**config.mk**
```make
export PLATFORM = sky130hd
export DESIGN_NAME = tune_ctl_rx
export DESIGN_NICKNAME = d
export VERILOG_FILES = /design/src/rtl/tune_pkg.sv /design/src/rtl/tune_sync.sv /design/src/rtl/tune_frame.sv /design/src/rtl/tune_out_reg.sv /design/src/rtl/tune_ctl_rx.sv
export SDC_FILE = /design/constraint.sdc
export NUM_CORES = 1
export LEC_CHECK = 0
export ABC_AREA = 1
export BUFFER_PORTS_ARGS = -buffer_cell sky130_fd_sc_hd__buf_2
export CORE_MARGIN = 2
export CORE_UTILIZATION = 40
export DETAILED_ROUTE_END_ITERATION = 12
export GPL_ROUTABILITY_DRIVEN = 1
export GPL_TIMING_DRIVEN = 1
export PLACE_DENSITY = 0.64
export SLEW_MARGIN = 30
export SYNTH_ARGS = -nofsm -noshare
export SYNTH_HDL_FRONTEND = slang
export SYNTH_SLANG_ARGS = --single-unit
```
**constraint.sdc**
```tcl
create_clock -name clk -period 1.6 [get_ports clk]
set_clock_uncertainty 0.2 [all_clocks]
set_input_delay 0.16 -clock clk [delete_from_list [all_inputs] [get_ports clk]]
set_output_delay 0.16 -clock clk [all_outputs]
set_load 0.03 [all_outputs]
```
**src/rtl/tune_pkg.sv**
```systemverilog
package tune_pkg;

  localparam int TUNE_ADDR_W  = 7;
  localparam int TUNE_DATA_W  = 8;
  localparam int TUNE_STATE_W = 5;
  localparam logic [TUNE_ADDR_W-1:0] TUNE_ADDR_BASE = 7'b1110000;

  typedef enum logic [2:0] {
    ST_IDLE,
    ST_ADDR,
    ST_ACK_A,
    ST_DATA,
    ST_ACK_D,
    ST_SKIP
  } rx_state_t;

endpackage

```
**src/rtl/tune_sync.sv**
```systemverilog
module tune_sync #(
  parameter int STAGES = 2
) (
  input  logic clk,
  input  logic rst_n,
  input  logic scl_in,
  input  logic sda_in,
  output logic scl_rise,
  output logic scl_fall,
  output logic sda_bit,
  output logic start_det,
  output logic stop_det
);

  localparam int LINES = 2;

  logic [LINES-1:0] pin_raw;
  logic [LINES-1:0] pin_now;
  logic [LINES-1:0] pin_prev;

  assign pin_raw = {sda_in, scl_in};

  for (genvar g = 0; g < LINES; g++) begin : g_line
    logic [STAGES-1:0] chain_q;
    logic [STAGES-1:0] chain_d;
    logic              prev_q;

    assign chain_d = {chain_q[STAGES-2:0], pin_raw[g]};

    always_ff @(posedge clk or negedge rst_n) begin
      if (!rst_n) begin
        chain_q <= '1;
        prev_q  <= 1'b1;
      end else begin
        chain_q <= chain_d;
        prev_q  <= chain_q[STAGES-1];
      end
    end

    assign pin_now[g]  = chain_q[STAGES-1];
    assign pin_prev[g] = prev_q;
  end

  // index 0 is SCL, index 1 is SDA
  assign scl_rise  =  pin_now[0] & ~pin_prev[0];
  assign scl_fall  = ~pin_now[0] &  pin_prev[0];
  assign sda_bit   =  pin_now[1];
  // both SCL samples must be high so an SDA move coinciding with an SCL fall is ignored
  assign start_det =  pin_now[0] & pin_prev[0] &  pin_prev[1] & ~pin_now[1];
  assign stop_det  =  pin_now[0] & pin_prev[0] & ~pin_prev[1] &  pin_now[1];

endmodule

```
**src/rtl/tune_frame.sv**
```systemverilog
module tune_frame
  import tune_pkg::*;
#(
  parameter int ADDR_W  = TUNE_ADDR_W,
  parameter int DATA_W  = TUNE_DATA_W,
  parameter int STATE_W = TUNE_STATE_W,
  parameter logic [ADDR_W-1:0] ADDR_BASE = TUNE_ADDR_BASE
) (
  input  logic             clk,
  input  logic             rst_n,
  input  logic             addr_sel,
  input  logic             scl_rise,
  input  logic             scl_fall,
  input  logic             sda_bit,
  input  logic             start_det,
  input  logic             stop_det,
  output logic             sda_pull,
  output logic             apply_stb,
  output logic [STATE_W:0] payload,
  output rx_state_t        st_o
);

  localparam int CNT_W = $clog2(DATA_W);
  localparam logic [CNT_W-1:0] CNT_LAST = CNT_W'(DATA_W - 1);

  rx_state_t           st_q, st_n;
  logic [CNT_W-1:0]    cnt_q, cnt_n;
  logic [DATA_W-2:0]   sh_q, sh_n;
  logic [STATE_W:0]    pay_q, pay_n;
  logic                pull_q, pull_n;
  logic                slot_q, slot_n;
  logic                apply_q, apply_n;
  logic [DATA_W-1:0]   word_n;
  logic [ADDR_W-1:0]   my_addr;

  assign my_addr = {ADDR_BASE[ADDR_W-1:1], addr_sel};
  assign word_n  = {sh_q, sda_bit};

  always_comb begin
    st_n    = st_q;
    cnt_n   = cnt_q;
    sh_n    = sh_q;
    pay_n   = pay_q;
    pull_n  = pull_q;
    slot_n  = slot_q;
    apply_n = 1'b0;
    if (start_det) begin
      st_n   = ST_ADDR;
      cnt_n  = '0;
      pull_n = 1'b0;
      slot_n = 1'b0;
    end else if (stop_det) begin
      st_n   = ST_IDLE;
      pull_n = 1'b0;
      slot_n = 1'b0;
    end else begin
      unique case (st_q)
        ST_ADDR, ST_DATA: begin
          if (scl_rise) begin
            sh_n = word_n[DATA_W-2:0];
            if (cnt_q == CNT_LAST) begin
              cnt_n = '0;
              if (st_q == ST_DATA) begin
                pay_n = word_n[STATE_W:0];
                st_n  = ST_ACK_D;
              end else if (word_n == {my_addr, 1'b0}) begin
                st_n = ST_ACK_A;
              end else begin
                st_n = ST_SKIP;
              end
            end else begin
              cnt_n = cnt_q + 1'b1;
            end
          end
        end
        ST_ACK_A, ST_ACK_D: begin
          if (scl_fall) begin
            if (slot_q) begin
              pull_n = 1'b0;
              slot_n = 1'b0;
              st_n   = (st_q == ST_ACK_A) ? ST_DATA : ST_IDLE;
            end else begin
              pull_n = 1'b1;
            end
          end else if (scl_rise && pull_q) begin
            slot_n  = 1'b1;
            apply_n = (st_q == ST_ACK_D);
          end
        end
        default: ;
      endcase
    end
  end

  always_ff @(posedge clk or negedge rst_n) begin
    if (!rst_n) begin
      st_q    <= ST_IDLE;
      cnt_q   <= '0;
      sh_q    <= '0;
      pay_q   <= '0;
      pull_q  <= 1'b0;
      slot_q  <= 1'b0;
      apply_q <= 1'b0;
    end else begin
      st_q    <= st_n;
      cnt_q   <= cnt_n;
      sh_q    <= sh_n;
      pay_q   <= pay_n;
      pull_q  <= pull_n;
      slot_q  <= slot_n;
      apply_q <= apply_n;
    end
  end

  assign sda_pull  = pull_q;
  assign apply_stb = apply_q;
  assign payload   = pay_q;
  assign st_o      = st_q;

endmodule

```
**src/rtl/tune_out_reg.sv**
```systemverilog
module tune_out_reg #(
  parameter int STATE_W = 5
) (
  input  logic               clk,
  input  logic               rst_n,
  input  logic               apply_stb,
  input  logic [STATE_W:0]   payload,
  output logic [STATE_W-1:0] tune_state,
  output logic               standby
);

  logic [STATE_W-1:0] state_q, state_n;
  logic               stby_q, stby_n;

  always_comb begin
    state_n = state_q;
    stby_n  = stby_q;
    if (apply_stb) begin
      state_n = payload[STATE_W-1:0];
      stby_n  = payload[STATE_W];
    end
  end

  always_ff @(posedge clk or negedge rst_n) begin
    if (!rst_n) begin
      state_q <= '0;
      stby_q  <= 1'b0;
    end else begin
      state_q <= state_n;
      stby_q  <= stby_n;
    end
  end

  assign tune_state = state_q;
  assign standby    = stby_q;

endmodule

```
**src/rtl/tune_ctl_rx.sv**
```systemverilog
module tune_ctl_rx
  import tune_pkg::*;
#(
  parameter int SYNC_STAGES = 2,
  parameter int ADDR_W      = TUNE_ADDR_W,
  parameter int DATA_W      = TUNE_DATA_W,
  parameter int STATE_W     = TUNE_STATE_W
) (
  input  logic               clk,
  input  logic               rst_n,
  input  logic               addr_sel,
  input  logic               scl_in,
  input  logic               sda_in,
  output logic               sda_pull,
  output logic [STATE_W-1:0] tune_state,
  output logic               standby
);

  logic [1:0]       rst_pipe;
  logic             rst_i;
  logic             scl_rise, scl_fall, sda_bit, start_det, stop_det;
  logic             apply_stb;
  logic [STATE_W:0] payload;
  rx_state_t        fsm_st;

  // asynchronous assertion, synchronous release
  always_ff @(posedge clk or negedge rst_n) begin
    if (!rst_n) rst_pipe <= '0;
    else        rst_pipe <= {rst_pipe[0], 1'b1};
  end
  assign rst_i = rst_pipe[1];

  tune_sync #(.STAGES(SYNC_STAGES)) i_sync (
    .clk       (clk),
    .rst_n     (rst_i),
    .scl_in    (scl_in),
    .sda_in    (sda_in),
    .scl_rise  (scl_rise),
    .scl_fall  (scl_fall),
    .sda_bit   (sda_bit),
    .start_det (start_det),
    .stop_det  (stop_det)
  );

  tune_frame #(
    .ADDR_W  (ADDR_W),
    .DATA_W  (DATA_W),
    .STATE_W (STATE_W)
  ) i_frame (
    .clk       (clk),
    .rst_n     (rst_i),
    .addr_sel  (addr_sel),
    .scl_rise  (scl_rise),
    .scl_fall  (scl_fall),
    .sda_bit   (sda_bit),
    .start_det (start_det),
    .stop_det  (stop_det),
    .sda_pull  (sda_pull),
    .apply_stb (apply_stb),
    .payload   (payload),
    .st_o      (fsm_st)
  );

  tune_out_reg #(.STATE_W(STATE_W)) i_out (
    .clk        (clk),
    .rst_n      (rst_i),
    .apply_stb  (apply_stb),
    .payload    (payload),
    .tune_state (tune_state),
    .standby    (standby)
  );

endmodule

```
==> reports/results.tsv, run 1 <==
metric	value	unit
status	finished clean	
global-route congestion overflow total	0	
Async SR Flop Fraction	1.00	
RSZ-0062 raised after global routing	yes	
IO Port Bufs	11	
layout net count	202	
share of layout cells above drive strength 1	0.316	
Setup violations, final	0	
DP HPWL	1890	um
maxcap violations	0	
syn avg cell area	9.46	sq um
placed insts	224	
Multi-input gate area	569	sq um
met2 wire length	1300	um
DRT iter0 DRCs	22	
Vias per Instance	4.65	
Seq/Total Area, Yosys	0.589	
Compound-Gate Fraction of Synth Area	0.0820	
type of the worst min-delay path	reg2async	
power density over the cells	1390	nW/um^2
sw power	0.904	mW
max layer used	met4	
XOR/XNOR Fraction of Synth Area	0	
Min Clock Period, post-route	1.59	ns
number of flops mapped to enable cells by yosys	0	
Bufs on Longest Clock Path	2	
Adder-Cell Fraction of Synth Area	0.0162	
Via Count	1135	
Total GRT Usage	0.144	
Clock transition at path regs	0.07	ns
Netlist cell types	27	
vias in the first global route	1058	
post-route ant nets	0	
Num CTS Buffers	5	
commonest non-fill, non-tap cells in the layout	nand2_1 (46), dfrtp_1 (30), inv_1 (16)	
synth warn	0	
fmax	629	MHz
# diodes	0	
Worst-Skew Late Latency	0.29	ns
R2R setup slack	0.009	ns
GPL Wtd Cong	0.851	
Avg WL per Cell	11.0	um
met3 wire len	104	um
Max Slew Vio Count	0	
global-route wire length before repair	4620	um
P_leak	0.970	nW
DRT Pass-1 Iters	4	
Crit Path Category	reg2reg	
met1 WL	1220	um
Final Util	0.518	
Routed WL	2690	um
Max Fanout on Critical Path	3	
initial antenna violation count	0	
Root Driver	clkbuf_8	
Main synth FF type	dfrtp_1	
Starting Density	0.418	
filler cell count	356	
Worst setup SP type	register	
register area	908	sq um
row cnt	22	
Flop pwr share	0.462	
share of total power in the clock network	0.247	
largest cells by area after synthesis	dfrtp_1 (49%), nand2_1 (11%), dfstp_2 (10%)	
Post-Syn Instances	163	
Syn-to-layout area delta	23.9	%
Synth area leader	dfrtp_1	
VDD IR-drop max	0.000548	V
Std-Cell Core Area	3690	sq um
Worst R2R Path Depth	8	
H-tree levels	2	
Final Hold Fails	0	
clk sinks	36	
number of remaining DRC errors	0	
synthesized area	1540	sq um
maximum number of pins on one net before global-route repair	35	
Crit path required time	1.57	ns
mux contribution to synthesized area	0.0438	
# IOs	12	
crit path DAT	1.56	ns
die area	4370	sq um
synthesized net count	170	
Post-Layout Cell Count	244	
Switching Fraction	0.340	
Int Pwr	1.75	mW
top-area cell type share of the netlist area	0.487	
Die H	66.1	um
TritonCTS clock tree	done	
period utilisation layout	0.994	
worst r2r dst	i_frame.st_o[1]$_DFFE_PN0P_	
Synth Register Bits	36	
post-synthesis simple-gate area fraction	0.207	
commonest non-fill, non-tap cell in the layout	nand2_1	
main combinational cell family by area after synthesis	simple AND/OR/NAND/NOR gates	
die extent in x	66.1	um
Reg-to-Reg Start	i_frame.cnt_q[1]$_DFFE_PN0P_	
Comb power frac	0.291	
Worst setup EP type	register	
## cell type report
| type | instances | area share |
|---|---|---|
| inverters | 20 | 0.0393 |
| multi-input cells | 104 | 0.298 |
| well taps | 48 | 0.0314 |
| flip-flops and latches | 36 | 0.475 |
| clock inverters | 1 | 0.00393 |
| repair buffers | 28 | 0.107 |
| clock buffers | 7 | 0.0452 |
## kinds of logic (layout without fill, tap and decap cells)
| logic type | Yosys count | after routing |
|---|---|---|
| fa+ha+maj | 2 | 2 |
| flops | 36 | 36 |
| simple gates | 74 | 74 |
| buf+inv | 23 | 56 |
| compound gates | 21 | 21 |
| other cells | 1 | 1 |
| mux | 6 | 6 |
## repair_timing
item / in CTS / in global routing
endpoints found under the setup margin: 5 / 10
gates cloned: 0 / 1
resized for setup: 2 / 10
pin swaps: 0 / 7
endpoints found under the hold margin: 4 / 0
hold buffers: 4 / 0
buffers inserted: 1 / 6
## power groups by stage
stage / clock [mW] / combinational [mW] / sequential (mW)
2_1_floorplan: 0 / 0.521 / 1.25
3_3_place_gp: 0 / 0.673 / 1.23
3_5_place_dp: 0 / 0.697 / 1.24
4_1_cts: 0.682 / 0.726 / 1.22
5_1_grt: 0.728 / 0.880 / 1.25
6_report: 0.658 / 0.773 / 1.23
## synth_stat cells (2+ instances only)
library cell,instances
nor2_1,11
nand3_1,4
nor2_2,2
dfstp_2,6
nand2_1,47
ha_1,2
o21ai_0,14
o21ai_2,2
inv_2,2
nand4_1,2
dfrtp_1,30
inv_1,18
nand2_2,4
mux2_2,6
## critical path: stages, from the launching register on
cell	delay (ns)
dfrtp_1	0.40
ha_2	0.21
ha_4	0.16
nand2_2	0.07
nor2_1	0.04
nor3_1	0.18
nor2_1	0.09
nand2_1	0.07
nand2_1	0.05
## registers in the layout, indices dropped and copies added, names as in the netlist, 2 cells and up
signal,cells
i_frame.sh_q,7
i_frame.payload,6
i_out.tune_state,5
i_sync.g_line.chain_q,4
i_frame.cnt_q,3
i_frame.st_o,3
i_sync.g_line.prev_q,2
rst_pipe,2
## metal layers
layer,vias up,global-route usage
li1,577,-
met1,537,0.167
met2,15,0.228
met3,6,0.0562
met4,0,0.0765
met5,-,0
## worst max-delay path by stage
stage | startpoint | end | depth (start not counted)
after floorplan | i_frame.cnt_q[0]$_DFFE_PN0P_ | i_frame.st_o[0]$_DFFE_PN0P_ | 8
after global placement | i_frame.cnt_q[0]$_DFFE_PN0P_ | i_frame.st_o[0]$_DFFE_PN0P_ | 8
after detailed placement | i_frame.cnt_q[0]$_DFFE_PN0P_ | i_frame.st_o[1]$_DFFE_PN0P_ | 8
after CTS | i_frame.cnt_q[0]$_DFFE_PN0P_ | i_frame.st_o[1]$_DFFE_PN0P_ | 8
after global routing | i_sync.g_line[1].chain_q[1]$_DFF_PN1_ | i_frame.st_o[0]$_DFFE_PN0P_ | 9
final | i_frame.cnt_q[1]$_DFFE_PN0P_ | i_frame.st_o[1]$_DFFE_PN0P_ | 8
## through the flow
| stage | total power, mW | area [sq um] | setup slack [ns] | setup TNS (ns) | hold slack, ns |
|---|---|---|---|---|---|
| 6_report | 2.66 | 1910 | 0.00936 | 0 | 0.0737 |
| 5_1_grt | 2.86 | 1910 | -0.0849 | -0.329 | 0.129 |
| 4_1_cts | 2.63 | 1830 | 0.0114 | 0 | 0.0989 |
| 3_5_place_dp | 1.94 | 1680 | -0.0327 | -0.0859 | -0.253 |
| 3_3_place_gp | 1.90 | 1680 | 0.0322 | 0 | -0.255 |
| 2_1_floorplan | 1.77 | 1540 | 0.0837 | 0 | -0.336 |
No activity file was read; power rests on OpenSTA's default activity.
==> run 2, diff against run 1 <==
==> constraint.sdc (replaced) <==
create_clock -name clk -period 1.75 [get_ports clk]
set_clock_uncertainty 0.2 [all_clocks]
set_input_delay 0.175 -clock clk [delete_from_list [all_inputs] [get_ports clk]]
set_output_delay 0.175 -clock clk [all_outputs]
set_load 0.03 [all_outputs]
==> run 2 against run 1 <==
- final cell count fell by 4.1%
- final area fell by 5.5%
- non-clock buffer count fell by 10
- maximum frequency fell by 3.3%
- register-to-register slack improved by 0.09 ns
- sequential share of layout area rose by 2.8 points
- flip-flop and latch count did not move
- global-route usage rose by 0.99 points
- die area did not move
==> reports/results.tsv, run 2 (synthesis results as in run 1) <==
metric	value	unit	change
Syn-to-layout area delta	17.1	%	
Critical path origin	i_frame.cnt_q[0]$_DFFE_PN0P_		
initial antenna violation count	0		unchanged
TritonCTS clock tree	done		
type of the worst min-delay path	reg2async		
commonest non-fill, non-tap cell in the layout	nand2_1		
fmax	608	MHz	-3.3%
Total GRT Usage	0.154		+0.00986
Worst-Skew Late Latency	0.29	ns	about the same
period utilisation layout	0.940		-0.0538
total chip power	2.37	mW	-11%
Min Clock Period, post-route	1.65	ns	+0.0550 ns
global-route congestion overflow total	0		unchanged
Max Slew Vio Count	0		unchanged
R2R setup slack	0.10	ns	+0.09 ns
max reg flops	7		unchanged
post-route cell area	1810	sq um	-5.5%
Num CTS Buffers	5		unchanged
vias in the first global route	1151		+8.8%
commonest non-fill, non-tap cells in the layout	nand2_1 (47), dfrtp_1 (30), inv_1 (18)		
Std-Cell Core Area	3690	sq um	unchanged
Max Fanout on Critical Path	4		+1
Crit path required time	1.73	ns	+0.16 ns
P_leak	0.921	nW	-5.1%
IO Port Bufs	11		unchanged
Final Hold Fails	0		unchanged
share of layout cells above drive strength 1	0.269		-0.0475
H-tree levels	2		unchanged
power density over the cells	1310	nW/um^2	-5.8%
layout net count	192		-5.0%
clk sinks	36		unchanged
post-route ant nets	0		unchanged
# IOs	12		unchanged
# diodes	0		unchanged
Via Count	1101		-3.0%
Bufs on Longest Clock Path	2		unchanged
Reg-to-Reg Start	i_frame.cnt_q[0]$_DFFE_PN0P_		
row cnt	22		unchanged
maximum number of pins on one net before global-route repair	35		unchanged
Worst setup EP type	register		
die area	4370	sq um	unchanged
DP HPWL	1890	um	-0.26%
die extent in x	66.1	um	unchanged
maxcap violations	0		unchanged
global-route wire length before repair	4910	um	+6.4%
Starting Density	0.418		unchanged
crit path DAT	1.62	ns	+0.06 ns
Clock transition at path regs	0.07	ns	about the same
DRT iter0 DRCs	72		+230%
Crit Path Category	reg2reg		
Die H	66.1	um	unchanged
DP Area	1660	sq um	-0.90%
Avg WL per Cell	11.4	um	+3.7%
Root Driver	clkbuf_8		
VDD IR-drop max	0.000737	V	+34%
Worst setup SP type	register		
Vias per Instance	4.71		+1.1%
number of remaining DRC errors	0		unchanged
largest register by flop count	i_frame.sh_q		
GPL Wtd Cong	0.875		+2.7%
Routed WL	2670	um	-0.52%
Setup violations, final	0		unchanged
DRT Pass-1 Iters	4		unchanged
post-CTS setup buffer count	0		-1
status	finished clean		
## run 2: cell count changes in the layout (fill, tap and decap cells not counted), sizes merged
cell | previous run | this run
buf | 24 | 14
clkbuf | 7 | 5
clkinv | 0 | 3
clkinvlp | 1 | 0
## run 2: final timing paths
path                                                       end  cells past startpoint
worst max-delay path               i_frame.st_o[2]$_DFFE_PN0P_                      8
worst min-delay path            i_frame.payload[4]$_DFFE_PN0P_                      1
worst max register to register     i_frame.st_o[2]$_DFFE_PN0P_                      8
worst min register to register  i_frame.payload[4]$_DFFE_PN0P_                      1
max in group asynchronous                rst_pipe[0]$_DFF_PN0_                      3
min in group clk                         rst_pipe[1]$_DFF_PN0_                      0
## run 2: repair_timing
| item | 4_1_cts | 5_1_grt |
|---|---|---|
| gates resized for setup | 0 | 4 |
| setup endpoints to repair | 0 | 3 |
| hold buffers | 4 | 0 |
| endpoints found under the hold margin | 4 | 0 |
## run 2: worst max-delay path: stages, from the launching register on
cell,delay (ns)
dfrtp_1,0.40
ha_1,0.22
ha_2,0.21
nand2_1,0.12
nor2_1,0.07
nor3_2,0.14
nor2_2,0.06
nand2_1,0.05
nand2_1,0.06
## run 2: power by group
group	internal (mW)	total (mW)	switching (mW)
clock network	0.277	0.578	0.301
logic	0.235	0.666	0.430
registers	1.01	1.12	0.116
## run 2: cell type report
type / instances / area [sq um]
well taps: 48 / 60.1
flip-flops and latches: 36 / 908
repair buffers: 18 / 118
inverters: 20 / 75.1
fillers: 353 / 1880
clock buffers: 5 / 68.8
clock inverters: 3 / 18.8
multi-input cells: 104 / 557
## run 2: through the flow
step / setup WS, ns / utilization / hold slack (ns) / instances / TNS, ns
2_1_floorplan: 0.234 / - / -0.321 / 163 / 0
3_3_place_gp: 0.142 / 0.451 / -0.241 / 222 / 0
3_5_place_dp: 0.0291 / 0.451 / -0.237 / 222 / 0
4_1_cts: 0.0194 / 0.485 / 0.0907 / 234 / 0
5_1_grt: -0.0300 / 0.489 / 0.117 / 234 / -0.0300
6_report: 0.104 / 0.489 / 0.0583 / 234 / 0
## run 2: metal layers
metal | up-vias | part of all wire | global-route usage
li1 | 558 | - | -
met1 | 518 | 0.45 | 0.177
met2 | 20 | 0.49 | 0.254
met3 | 5 | 0.042 | 0.0562
met4 | 0 | 0.019 | 0.0689
met5 | - | 0 | 0
